`config.mk`:
```
export PLATFORM = sky130hd
export DESIGN_NAME = pwm3_ctrl
export DESIGN_NICKNAME = d
export VERILOG_FILES = /design/src/rtl/pwm3_pkg.sv /design/src/rtl/pwm3_regs.sv /design/src/rtl/pwm3_timebase.sv /design/src/rtl/pwm3_leg.sv /design/src/rtl/pwm3_ctrl.sv
export SDC_FILE = /design/constraint.sdc
export NUM_CORES = 1
export LEC_CHECK = 0
export BUFFER_PORTS_ARGS = -buffer_cell sky130_fd_sc_hd__buf_2
export CAP_MARGIN = 20
export CELL_PAD_IN_SITES_DETAIL_PLACEMENT = 1
export CELL_PAD_IN_SITES_GLOBAL_PLACEMENT = 1
export CORE_ASPECT_RATIO = 0.75
export CORE_MARGIN = 2
export CORE_UTILIZATION = 55
export DETAILED_ROUTE_END_ITERATION = 8
export PLACE_DENSITY_LB_ADDON = 0.08
export REMOVE_ABC_BUFFERS = 1
export SLEW_MARGIN = 20
export SYNTH_ARGS = -nofsm -noshare
export SYNTH_HDL_FRONTEND = slang
export SYNTH_SLANG_ARGS = --single-unit
export TNS_END_PERCENT = 20
```
`constraint.sdc`:
```
create_clock -name clk -period 17.1 [get_ports clk]
set_clock_uncertainty 0.2 [all_clocks]
set_input_delay 0.855 -clock clk [delete_from_list [all_inputs] [get_ports clk]]
set_output_delay 0.855 -clock clk [all_outputs]
set_load 0.1 [all_outputs]
```
`src/rtl/pwm3_pkg.sv`:
```
package pwm3_pkg;
  localparam int CNT_W = 16;
  localparam int N_PH  = 3;
  localparam int ADR_W = 3;

  localparam logic [ADR_W-1:0] ADR_PERIOD = 3'd0;
  localparam logic [ADR_W-1:0] ADR_DUTY0  = 3'd1;
  localparam logic [ADR_W-1:0] ADR_DEAD   = 3'd4;
  localparam logic [ADR_W-1:0] ADR_POL    = 3'd5;
  localparam logic [ADR_W-1:0] ADR_ENA    = 3'd6;
  localparam logic [ADR_W-1:0] ADR_CLR    = 3'd7;
endpackage

```
`src/rtl/pwm3_regs.sv`:
```
module pwm3_regs
  import pwm3_pkg::*;
#(
  parameter int CW  = CNT_W,
  parameter int NPH = N_PH
) (
  input  logic                     clk,
  input  logic                     rst_n,
  input  logic                     trip_n,
  input  logic                     wr_en,
  input  logic [ADR_W-1:0]         wr_addr,
  input  logic [CW-1:0]            wr_data,
  output logic [CW-1:0]            sh_per,
  output logic [CW-1:0]            sh_dt,
  output logic [NPH-1:0][CW-1:0]   sh_duty,
  output logic [2*NPH-1:0]         pol,
  output logic [2*NPH-1:0]         ena,
  output logic                     fault
);
  localparam int OW = 2 * NPH;

  logic [CW-1:0]          per_d, dt_d;
  logic [NPH-1:0][CW-1:0] duty_d;
  logic [OW-1:0]          pol_d, ena_d;
  logic                   fault_d;
  logic [1:0]             trip_s;
  logic                   clr_wr;

  assign clr_wr = wr_en && (wr_addr == ADR_CLR);

  always_comb begin
    per_d  = sh_per;
    dt_d   = sh_dt;
    duty_d = sh_duty;
    pol_d  = pol;
    ena_d  = ena;
    if (wr_en) begin
      if (wr_addr == ADR_PERIOD) per_d = wr_data;
      if (wr_addr == ADR_DEAD)   dt_d  = wr_data;
      if (wr_addr == ADR_POL)    pol_d = wr_data[OW-1:0];
      if (wr_addr == ADR_ENA)    ena_d = wr_data[OW-1:0];
      for (int k = 0; k < NPH; k++)
        if (wr_addr == ADR_DUTY0 + ADR_W'(k)) duty_d[k] = wr_data;
    end
    fault_d = !trip_s[1] || (fault && !(clr_wr && trip_s[1]));
  end

  always_ff @(posedge clk or negedge rst_n) begin
    if (!rst_n) begin
      sh_per  <= '0;
      sh_dt   <= '0;
      sh_duty <= '0;
      pol     <= '0;
      ena     <= '0;
      fault   <= 1'b0;
      trip_s  <= 2'b11;
    end else begin
      sh_per  <= per_d;
      sh_dt   <= dt_d;
      sh_duty <= duty_d;
      pol     <= pol_d;
      ena     <= ena_d;
      fault   <= fault_d;
      trip_s  <= {trip_s[0], trip_n};
    end
  end
endmodule

```
`src/rtl/pwm3_timebase.sv`:
```
module pwm3_timebase
  import pwm3_pkg::*;
#(
  parameter int CW  = CNT_W,
  parameter int NPH = N_PH
) (
  input  logic                   clk,
  input  logic                   rst_n,
  input  logic [CW-1:0]          sh_per,
  input  logic [CW-1:0]          sh_dt,
  input  logic [NPH-1:0][CW-1:0] sh_duty,
  output logic [CW-1:0]          cnt,
  output logic                   up,
  output logic [CW-1:0]          per_a,
  output logic [CW-1:0]          dt_a,
  output logic [NPH-1:0][CW-1:0] duty_a,
  output logic                   sync_q
);
  logic [CW-1:0] cnt_d;
  logic          up_d;
  logic          at_zero;

  assign at_zero = (cnt == '0);

  always_comb begin
    cnt_d = cnt;
    up_d  = up;
    if (at_zero) begin
      up_d  = 1'b1;
      cnt_d = (sh_per != '0) ? CW'(1) : '0;
    end else if (up) begin
      if (cnt >= per_a) begin
        up_d  = 1'b0;
        cnt_d = cnt - 1'b1;
      end else begin
        cnt_d = cnt + 1'b1;
      end
    end else begin
      cnt_d = cnt - 1'b1;
    end
  end

  always_ff @(posedge clk or negedge rst_n) begin
    if (!rst_n) begin
      cnt    <= '0;
      up     <= 1'b1;
      sync_q <= 1'b0;
    end else begin
      cnt    <= cnt_d;
      up     <= up_d;
      sync_q <= at_zero;
    end
  end

  // Working set, loaded only at the zero count
  always_ff @(posedge clk or negedge rst_n) begin
    if (!rst_n) begin
      per_a  <= '0;
      dt_a   <= '0;
      duty_a <= '0;
    end else if (at_zero) begin
      per_a  <= sh_per;
      dt_a   <= sh_dt;
      duty_a <= sh_duty;
    end
  end
endmodule

```
`src/rtl/pwm3_leg.sv`:
```
module pwm3_leg
  import pwm3_pkg::*;
#(
  parameter int CW = CNT_W
) (
  input  logic          clk,
  input  logic          rst_n,
  input  logic [CW-1:0] cnt,
  input  logic          up,
  input  logic [CW-1:0] per,
  input  logic [CW-1:0] duty,
  input  logic [CW-1:0] dt,
  output logic          hi_q,
  output logic          lo_q
);
  localparam int SW = CW + 2;

  logic [CW-1:0]        dc;
  logic signed [SW-1:0] cnt_s, th_hi, th_lo;
  logic                 over_hi, over_lo;

  always_comb begin
    dc      = (duty > per) ? per : duty;
    cnt_s   = $signed({2'b00, cnt});
    th_hi   = $signed({2'b00, per}) - $signed({2'b00, dc}) + $signed({2'b00, dt});
    th_lo   = $signed({2'b00, per}) - $signed({2'b00, dc}) - $signed({2'b00, dt});
    over_hi = up ? (cnt_s > th_hi) : (cnt_s >= th_hi);
    over_lo = up ? (cnt_s > th_lo) : (cnt_s >= th_lo);
  end

  always_ff @(posedge clk or negedge rst_n) begin
    if (!rst_n) begin
      hi_q <= 1'b0;
      lo_q <= 1'b0;
    end else begin
      hi_q <= over_hi;
      lo_q <= !over_lo;
    end
  end
endmodule

```
`src/rtl/pwm3_ctrl.sv`:
```
module pwm3_ctrl
  import pwm3_pkg::*;
#(
  parameter int CW  = CNT_W,
  parameter int NPH = N_PH
) (
  input  logic             clk,
  input  logic             rst_n,
  input  logic             trip_n,
  input  logic             wr_en,
  input  logic [ADR_W-1:0] wr_addr,
  input  logic [CW-1:0]    wr_data,
  output logic [NPH-1:0]   gate_hi,
  output logic [NPH-1:0]   gate_lo,
  output logic             sync_pulse,
  output logic             fault
);
  logic [CW-1:0]          sh_per, sh_dt, per_a, dt_a, cnt;
  logic [NPH-1:0][CW-1:0] sh_duty, duty_a;
  logic [2*NPH-1:0]       pol, ena;
  logic                   up, sync_q, run_ok;
  logic [NPH-1:0]         hi_act, lo_act;

  pwm3_regs #(.CW(CW), .NPH(NPH)) u_regs (
    .clk(clk), .rst_n(rst_n), .trip_n(trip_n), .wr_en(wr_en),
    .wr_addr(wr_addr), .wr_data(wr_data), .sh_per(sh_per), .sh_dt(sh_dt),
    .sh_duty(sh_duty), .pol(pol), .ena(ena), .fault(fault)
  );

  pwm3_timebase #(.CW(CW), .NPH(NPH)) u_tb (
    .clk(clk), .rst_n(rst_n), .sh_per(sh_per), .sh_dt(sh_dt),
    .sh_duty(sh_duty), .cnt(cnt), .up(up), .per_a(per_a), .dt_a(dt_a),
    .duty_a(duty_a), .sync_q(sync_q)
  );

  for (genvar k = 0; k < NPH; k++) begin : g_leg
    pwm3_leg #(.CW(CW)) u_leg (
      .clk(clk), .rst_n(rst_n), .cnt(cnt), .up(up), .per(per_a),
      .duty(duty_a[k]), .dt(dt_a), .hi_q(hi_act[k]), .lo_q(lo_act[k])
    );
  end

  // Trip gating is combinational so it acts without a clock edge
  assign run_ok     = trip_n && !fault;
  assign gate_hi    = (hi_act & ena[NPH-1:0]   & {NPH{run_ok}}) ^ pol[NPH-1:0];
  assign gate_lo    = (lo_act & ena[2*NPH-1:NPH] & {NPH{run_ok}}) ^ pol[2*NPH-1:NPH];
  assign sync_pulse = sync_q;
endmodule

```
-- After elaboration in Yosys (flattened, before gate mapping)
Index checks and enable logic that the tools add are counted.
- memories kept: 0
- ROM bits: 0
- flip-flop bits (word level): 199
- latch bits: 0
- bits in writable memories: 0
- eq/ne operators: 7
- $add $sub $neg: 11
- shifts and indexed selects: 0
- multipliers: 0
- bitwise gates (word level): 6
- reductions and logical operators: 21
- divide/modulo/power cells: 0
- order comparisons: 16
- multiplexer cells: 16
- operators with widths (kind ; count):
    17-bit by 18-bit >= comparator with 1-bit output ; 6
    17-bit by 18-bit greater-than comparator with 1-bit output ; 6
    16-bit two-way mux ; 6
    18-bit by 17-bit adder with 18-bit output ; 3
    18-bit by 17-bit subtractor with 18-bit output ; 3
    16-bit by 16-bit subtractor with 17-bit output ; 3
    16-bit greater-than comparator ; 3
    16-bit by 1-bit adder with 16-bit output, second input constant ; 1
    16-bit >= comparator ; 1
    16-bit zero test ; 1
    16-bit nonzero test ; 1
    16-bit by 1-bit subtractor with 16-bit output, second input constant ; 1
    2-bit AND reduction ; 7
    3-bit AND ; 4
    3-bit equality test, second input constant ; 4
    1-bit two-way mux ; 10
    3-bit by 2-bit equality test with 1-bit output, second input constant ; 2
    1-bit zero test ; 6
    3-bit bitwise XOR ; 2
    1-bit logical AND ; 4
    3-bit by 1-bit equality test with 1-bit output, second input constant ; 1
    3-bit zero test ; 1
    1-bit logical OR ; 1

-- Longest topological paths before layout
- depth after elaboration: 7
- mapped depth: 40
- mapped depth without buffers: 39

-- Modules after synthesis
Synthesis repeated with hierarchy kept, for this count alone.
- cells, all modules: 2246
- area total of the unflattened synthesis: 19737.7 um^2
- modules (own cells, without submodules) (module ; cells an instance ; area each (um^2) ; instances):
    pwm3_timebase ; 503 ; 4580.6 ; 1
    pwm3_leg (g_leg[1].u_leg) ; 567 ; 4159.0 ; 1
    pwm3_leg (g_leg[2].u_leg) ; 475 ; 3672.3 ; 1
    pwm3_regs ; 208 ; 3656.0 ; 1
    pwm3_leg (g_leg[0].u_leg) ; 481 ; 3564.7 ; 1
    pwm3_ctrl ; 12 ; 105.1 ; 1

-- Worst setup path before layout
Ideal clock, no wire load.
- path kind: reg2reg
- start point: register u_tb.per_a[1]
- end point: register g_leg[0].u_leg.hi_q
- data arrival time: 7.233 ns
- buffers on the path: 2
- setup slack: 9.541 ns
- stages on the path, launching flop included: 37
- path through: dfrtp_1 inv_1 ha_1 nor2b_1 o21a_1 o21a_1 o21a_1 o21a_1 o21ai_0 a211oi_1 o21ai_1 buf_2 mux2i_1 ha_1 inv_1 fa_1 a211oi_1 o21bai_1 a31oi_1 o2111ai_1 a21oi_1 o21bai_1 xor2_1 ha_1 clkbuf_1 nand2b_1 a21boi_0 o41ai_1 nor2_1 xnor2_1 ha_1 nand3_1 nor4_1 nand4_1 mux2i_1 o211a_1 a221o_1
- word-level cells in the longest chain between the ends: 6
- ends and longest elaborated chain (what ; RTL line ; source):
    start: declaration ; pwm3_timebase.sv:14 ; output logic [CW-1:0] per_a,
    start signal: assignment ; pwm3_timebase.sv:62 ; per_a <= sh_per;
    16-bit greater-than comparator ; pwm3_leg.sv:23 ; dc = (duty > per) ? per : duty;
    16-bit two-way mux ; pwm3_leg.sv:23 ;
    16-bit by 16-bit subtractor with 17-bit output (*) ; pwm3_leg.sv:25 ; th_hi = $signed({2'b00, per}) - $signed({2'b00, dc}) + $signed({2'b00, dt});
    18-bit by 17-bit adder with 18-bit output (*) ; pwm3_leg.sv:25 ;
    17-bit by 18-bit >= comparator with 1-bit output / 17-bit by 18-bit greater-than comparator with 1-bit output (equally long branches) ; pwm3_leg.sv:27 ; over_hi = up ? (cnt_s > th_hi) : (cnt_s >= th_hi);
    1-bit two-way mux (*) ; pwm3_leg.sv:27 ;
    named net g_leg[0].u_leg.over_hi ; pwm3_leg.sv:20 ; logic over_hi, over_lo;
    end signal: assignment ; pwm3_leg.sv:36 ; hi_q <= over_hi;
    end: declaration ; pwm3_leg.sv:13 ; output logic hi_q,
Mark *: on every way through the listed nets, which the timed path passes. The rest lies on a longest branch.
A chain may end at the register's enable or synchronous reset.

-- Final worst setup path
- start point: register u_tb.per_a[1]
- end point: register g_leg[2].u_leg.hi_q
- word-level cells in the longest chain between the ends: 6
- ends and longest elaborated chain (what ; RTL line):
    16-bit greater-than comparator ; pwm3_leg.sv:23
    16-bit two-way mux ; pwm3_leg.sv:23
    16-bit by 16-bit subtractor with 17-bit output (*) ; pwm3_leg.sv:25
    18-bit by 17-bit adder with 18-bit output (*) ; pwm3_leg.sv:25
    17-bit by 18-bit >= comparator with 1-bit output / 17-bit by 18-bit greater-than comparator with 1-bit output (equally long branches) ; pwm3_leg.sv:27
    1-bit two-way mux (*) ; pwm3_leg.sv:27
    named net g_leg[2].u_leg.over_hi ; pwm3_leg.sv:20
    end signal: assignment ; pwm3_leg.sv:36
    end: declaration ; pwm3_leg.sv:13
Marks and branches as above.

==> results by group <==
Cells and area
  – Layout cell share with drive strength beyond 1: roughly a tenth
  – Antenna diode count: 0
  – # fillers: 3822
  – Multi-input gate area: 12500 sq um
  – Commonest non-fill, non-tap cell in the layout: ha_1
  – Register area: ~5000 sq um
  – Most frequent cells in the layout: 306 x ha_1, 230 x nand2_1, 196 x dfrtp_1, 136 x nor2_1, 115 x a21oi_1
  – P&R area growth vs syn: 6.72%
  – Layout Nets: 2352

Timing
  – Final setup viols: 0
  – Setup TNS: 0 ns
  – Rel. slew slack: a little under a fifth
  – Slew Viols, Final: 0
  – Hold WS: 0.161 ns
  – Minimum clock period after layout: 9.76 ns
  – Final Cycle Share: 57.1%
  – Worst-margin pin slew: 1.18 ns
  – Unrepaired setup endpoints after global routing: no
  – Final hold viol count: 0
  – Max Freq: 102 MHz

Clocking
  – Later-pin clock latency in the skew report: 0.46 ns
  – TritonCTS Buffers: 17
  – Clock sinks: between 150 and 200
  – Hold_buf cts: 0
  – CTS tree: done
  – Clk slew on worst S/H paths: 0.09 ns
  – Setup Fix Bufs, Post-CTS: 0
  – Root buffer cell: clkbuf_16
  – Max Root-Sink Buffers: 2
  – Post-CTS sizing: 0
  – H-tree Lvls: 4

Routing
  – DR iter-0 viols: 1460
  – Residual DRC: 0
  – Routed Antenna Nets: 0
  – WL final: 62500 microns
  – Routed length per instance: around 25 microns
  – Via density: around 6.3
  – Via count: approximately 16000
  – Drt pass-1 iters: 5

GRT
  – Met3 global-route usage: under 10%
  – Most Crowded Layer GR: met1
  – Initial antenna violation count: 0
  – GRT Overall Usage: 36.9%
  – Met1 GRT Util: 54.5%
  – First-pass GRT wire length: 94800 microns
  – Vias in the first global route: 15600
  – Largest net degree at the start of global routing: 87
  – GRT overflow: 0
  – Global Route met2 Usage: 54.5%

Logic synthesis
  – Seq cells post-synth: between 150 and 200
  – Post-synthesis simple-gate area fraction: 15.9%
  – Synth area leader: dfrtp_1
  – Adder-cell area share of the yosys netlist: 22.2%
  – Yosys Warn Count: 0
  – Post-synth top area share: a little over a quarter
  – Synth Area in XOR/XNOR: 6.15%
  – Post-synth cell types: 61
  – Main combinational cell family by area after synthesis: adder cells
  – Number of synthesized flops with an enable pin: 0
  – Main synth FF type: dfrtp_1
  – Post-Syn Area: about 18000 sq um
  – Multiplexer area fraction after synthesis: 9.35%
  – Ranking of synthesized cells by area: dfrtp_1 27%, ha_1 21%, mux2_2 6.4%
  – Ys async rst share: 100%
  – Sequential-to-total area share from yosys stat: around 28%
  – Cell count after synthesis: 2001
  – Compound-gate portion of the synthesized area: 15.2%
  – Avg Inst Size Synth: 9.03 sq um

Worst setup path
  – Crit path arrival time: about 9.9 ns
  – Crit end category: flip-flop
  – Most used cell, CP: o21a_1
  – Delay-heaviest family, CP: compound AO/OA/AOI/OAI gates
  – Crit path depth: 34
  – Critical Path Start Type: flip-flop
  – Max stage delay on crit path: 1.05 ns
  – CP max FO: 16
  – Max stage delay cell, worst path: a2111oi_0
  – Worst EP required: 17.24 ns
  – CP Buf/Inv Count: 1
  – Kind of critical path: flip-flop to flip-flop
  – R2R cell count: 34

Place
  – Port bufs: 30
  – HPWL Detailed: 49100 microns
  – Gpl congestion: 0.909

Hold path
  – Hold path cells: 0
  – Worst min-delay path class: flip-flop to flip-flop

Die
  – Row count: 57
  – Die ar.: 34300 sq um
  – Die height: 161 microns
  – Chip width: 213 microns
  – Starting Density: 55.8%
  – Core Area: 32400 sq um
  – Num ports: 31

Outcome
  – Outcome: finished, final reports clean

Flow run
  – Max_cap viols: 0
synthesized netlist by cell type (4+ instances only):
cell and instances:
ha_1 306, or3_1 22, o31ai_1 10, a211o_1 4, mux2_2 103, o21a_1 22, o21ai_1 26, o211a_1 5
o211ai_1 13, nor3b_1 5, nand2b_1 33, nand2_1 230, mux2i_1 53, inv_1 105, nor2_1 136, or2_2 6
o21bai_1 19, fa_1 9, dfrtp_1 196, buf_4 8, a211oi_1 18, o22ai_1 6, nand3_1 30, clkbuf_1 32
a31oi_1 12, a21o_1 61, nand4b_1 4, a221oi_1 9, a21oi_1 115, nor2b_1 36, buf_2 8, xor2_1 33
nor4_1 17, nand4_1 35, xnor2_1 94, o21ai_0 82, and3_1 12, o2111ai_1 5, nor3_1 35, o41ai_1 9
flip-flops by register name, summed over array words and instances, names as in the netlist:
register / count
u_tb.dt_a: 16
g_leg.u_leg.lo_q: 3
u_regs.sh_duty: 48
u_regs.fault: 1
u_tb.per_a: 16
u_tb.up: 1
g_leg.u_leg.hi_q: 3
u_regs.sh_per: 16
u_tb.sync_q: 1
u_tb.cnt: 16
u_tb.duty_a: 48
u_regs.sh_dt: 16
u_regs.trip_s: 2
u_regs.ena: 6
u_regs.pol: 6
per-stage QoR:
stage | instance area (sq um) | utilization, % | setup slack (ns) | instances
final | 19300 | 59.6 | 7.34 | 2469
after CTS | 19300 | 59.6 | 7.64 | 2469
after global routing | 19300 | 59.6 | 6.98 | 2469
after global placement | 18700 | 57.7 | 7.62 | 2437
after floorplan | 17800 | - | 9.16 | 1950
after detailed placement | 18700 | 57.7 | 7.83 | 2437
metal layers:
| metal | part of all wire, % | up-vias |
|---|---|---|
| met3 | 7.5 | 74 |
| met5 | 0 | - |
| met4 | 2.3 | 0 |
| met1 | 48 | 7851 |
| li1 | - | 7202 |
| met2 | 42 | 461 |
cell type report:
cell class | instances | area share, %
tap | 442 | 2.87
timing repair buffer | 45 | 1.41
multi-input combinational | 1645 | 64.7
clock inverter | 13 | 0.772
clock buffer | 19 | 2.30
sequential | 199 | 25.8
inverter | 106 | 2.08
path summary, 6_finish.rpt:
path | start | to | slack (ns)
max | u_tb.per_a[1] | g_leg[2].u_leg.hi_q | 7.34
min | u_regs.trip_s[0] | u_regs.trip_s[1] | 0.16
max reg2reg | u_tb.per_a[1] | g_leg[2].u_leg.hi_q | 7.34
min reg2reg | u_regs.trip_s[0] | u_regs.trip_s[1] | 0.16
max in group asynchronous | rst_n | u_regs.sh_dt[7] | 15.10
min in group asynchronous | rst_n | g_leg[1].u_leg.lo_q | 0.20
kinds of logic after synthesis:
| kind of cell | Yosys count |
|---|---|
| AND/OR/NAND/NOR | 614 |
| AO/OA/AOI/OAI | 433 |
| adder cells (fa/ha/maj) | 315 |
| flip-flops | 199 |
| buffers and inverters | 157 |
| multiplexers | 156 |
| XOR/XNOR | 127 |
Power is left out: the tool's default activity adds up to more than one toggle a clock period on the data nets, which glitch-free logic cannot reach.
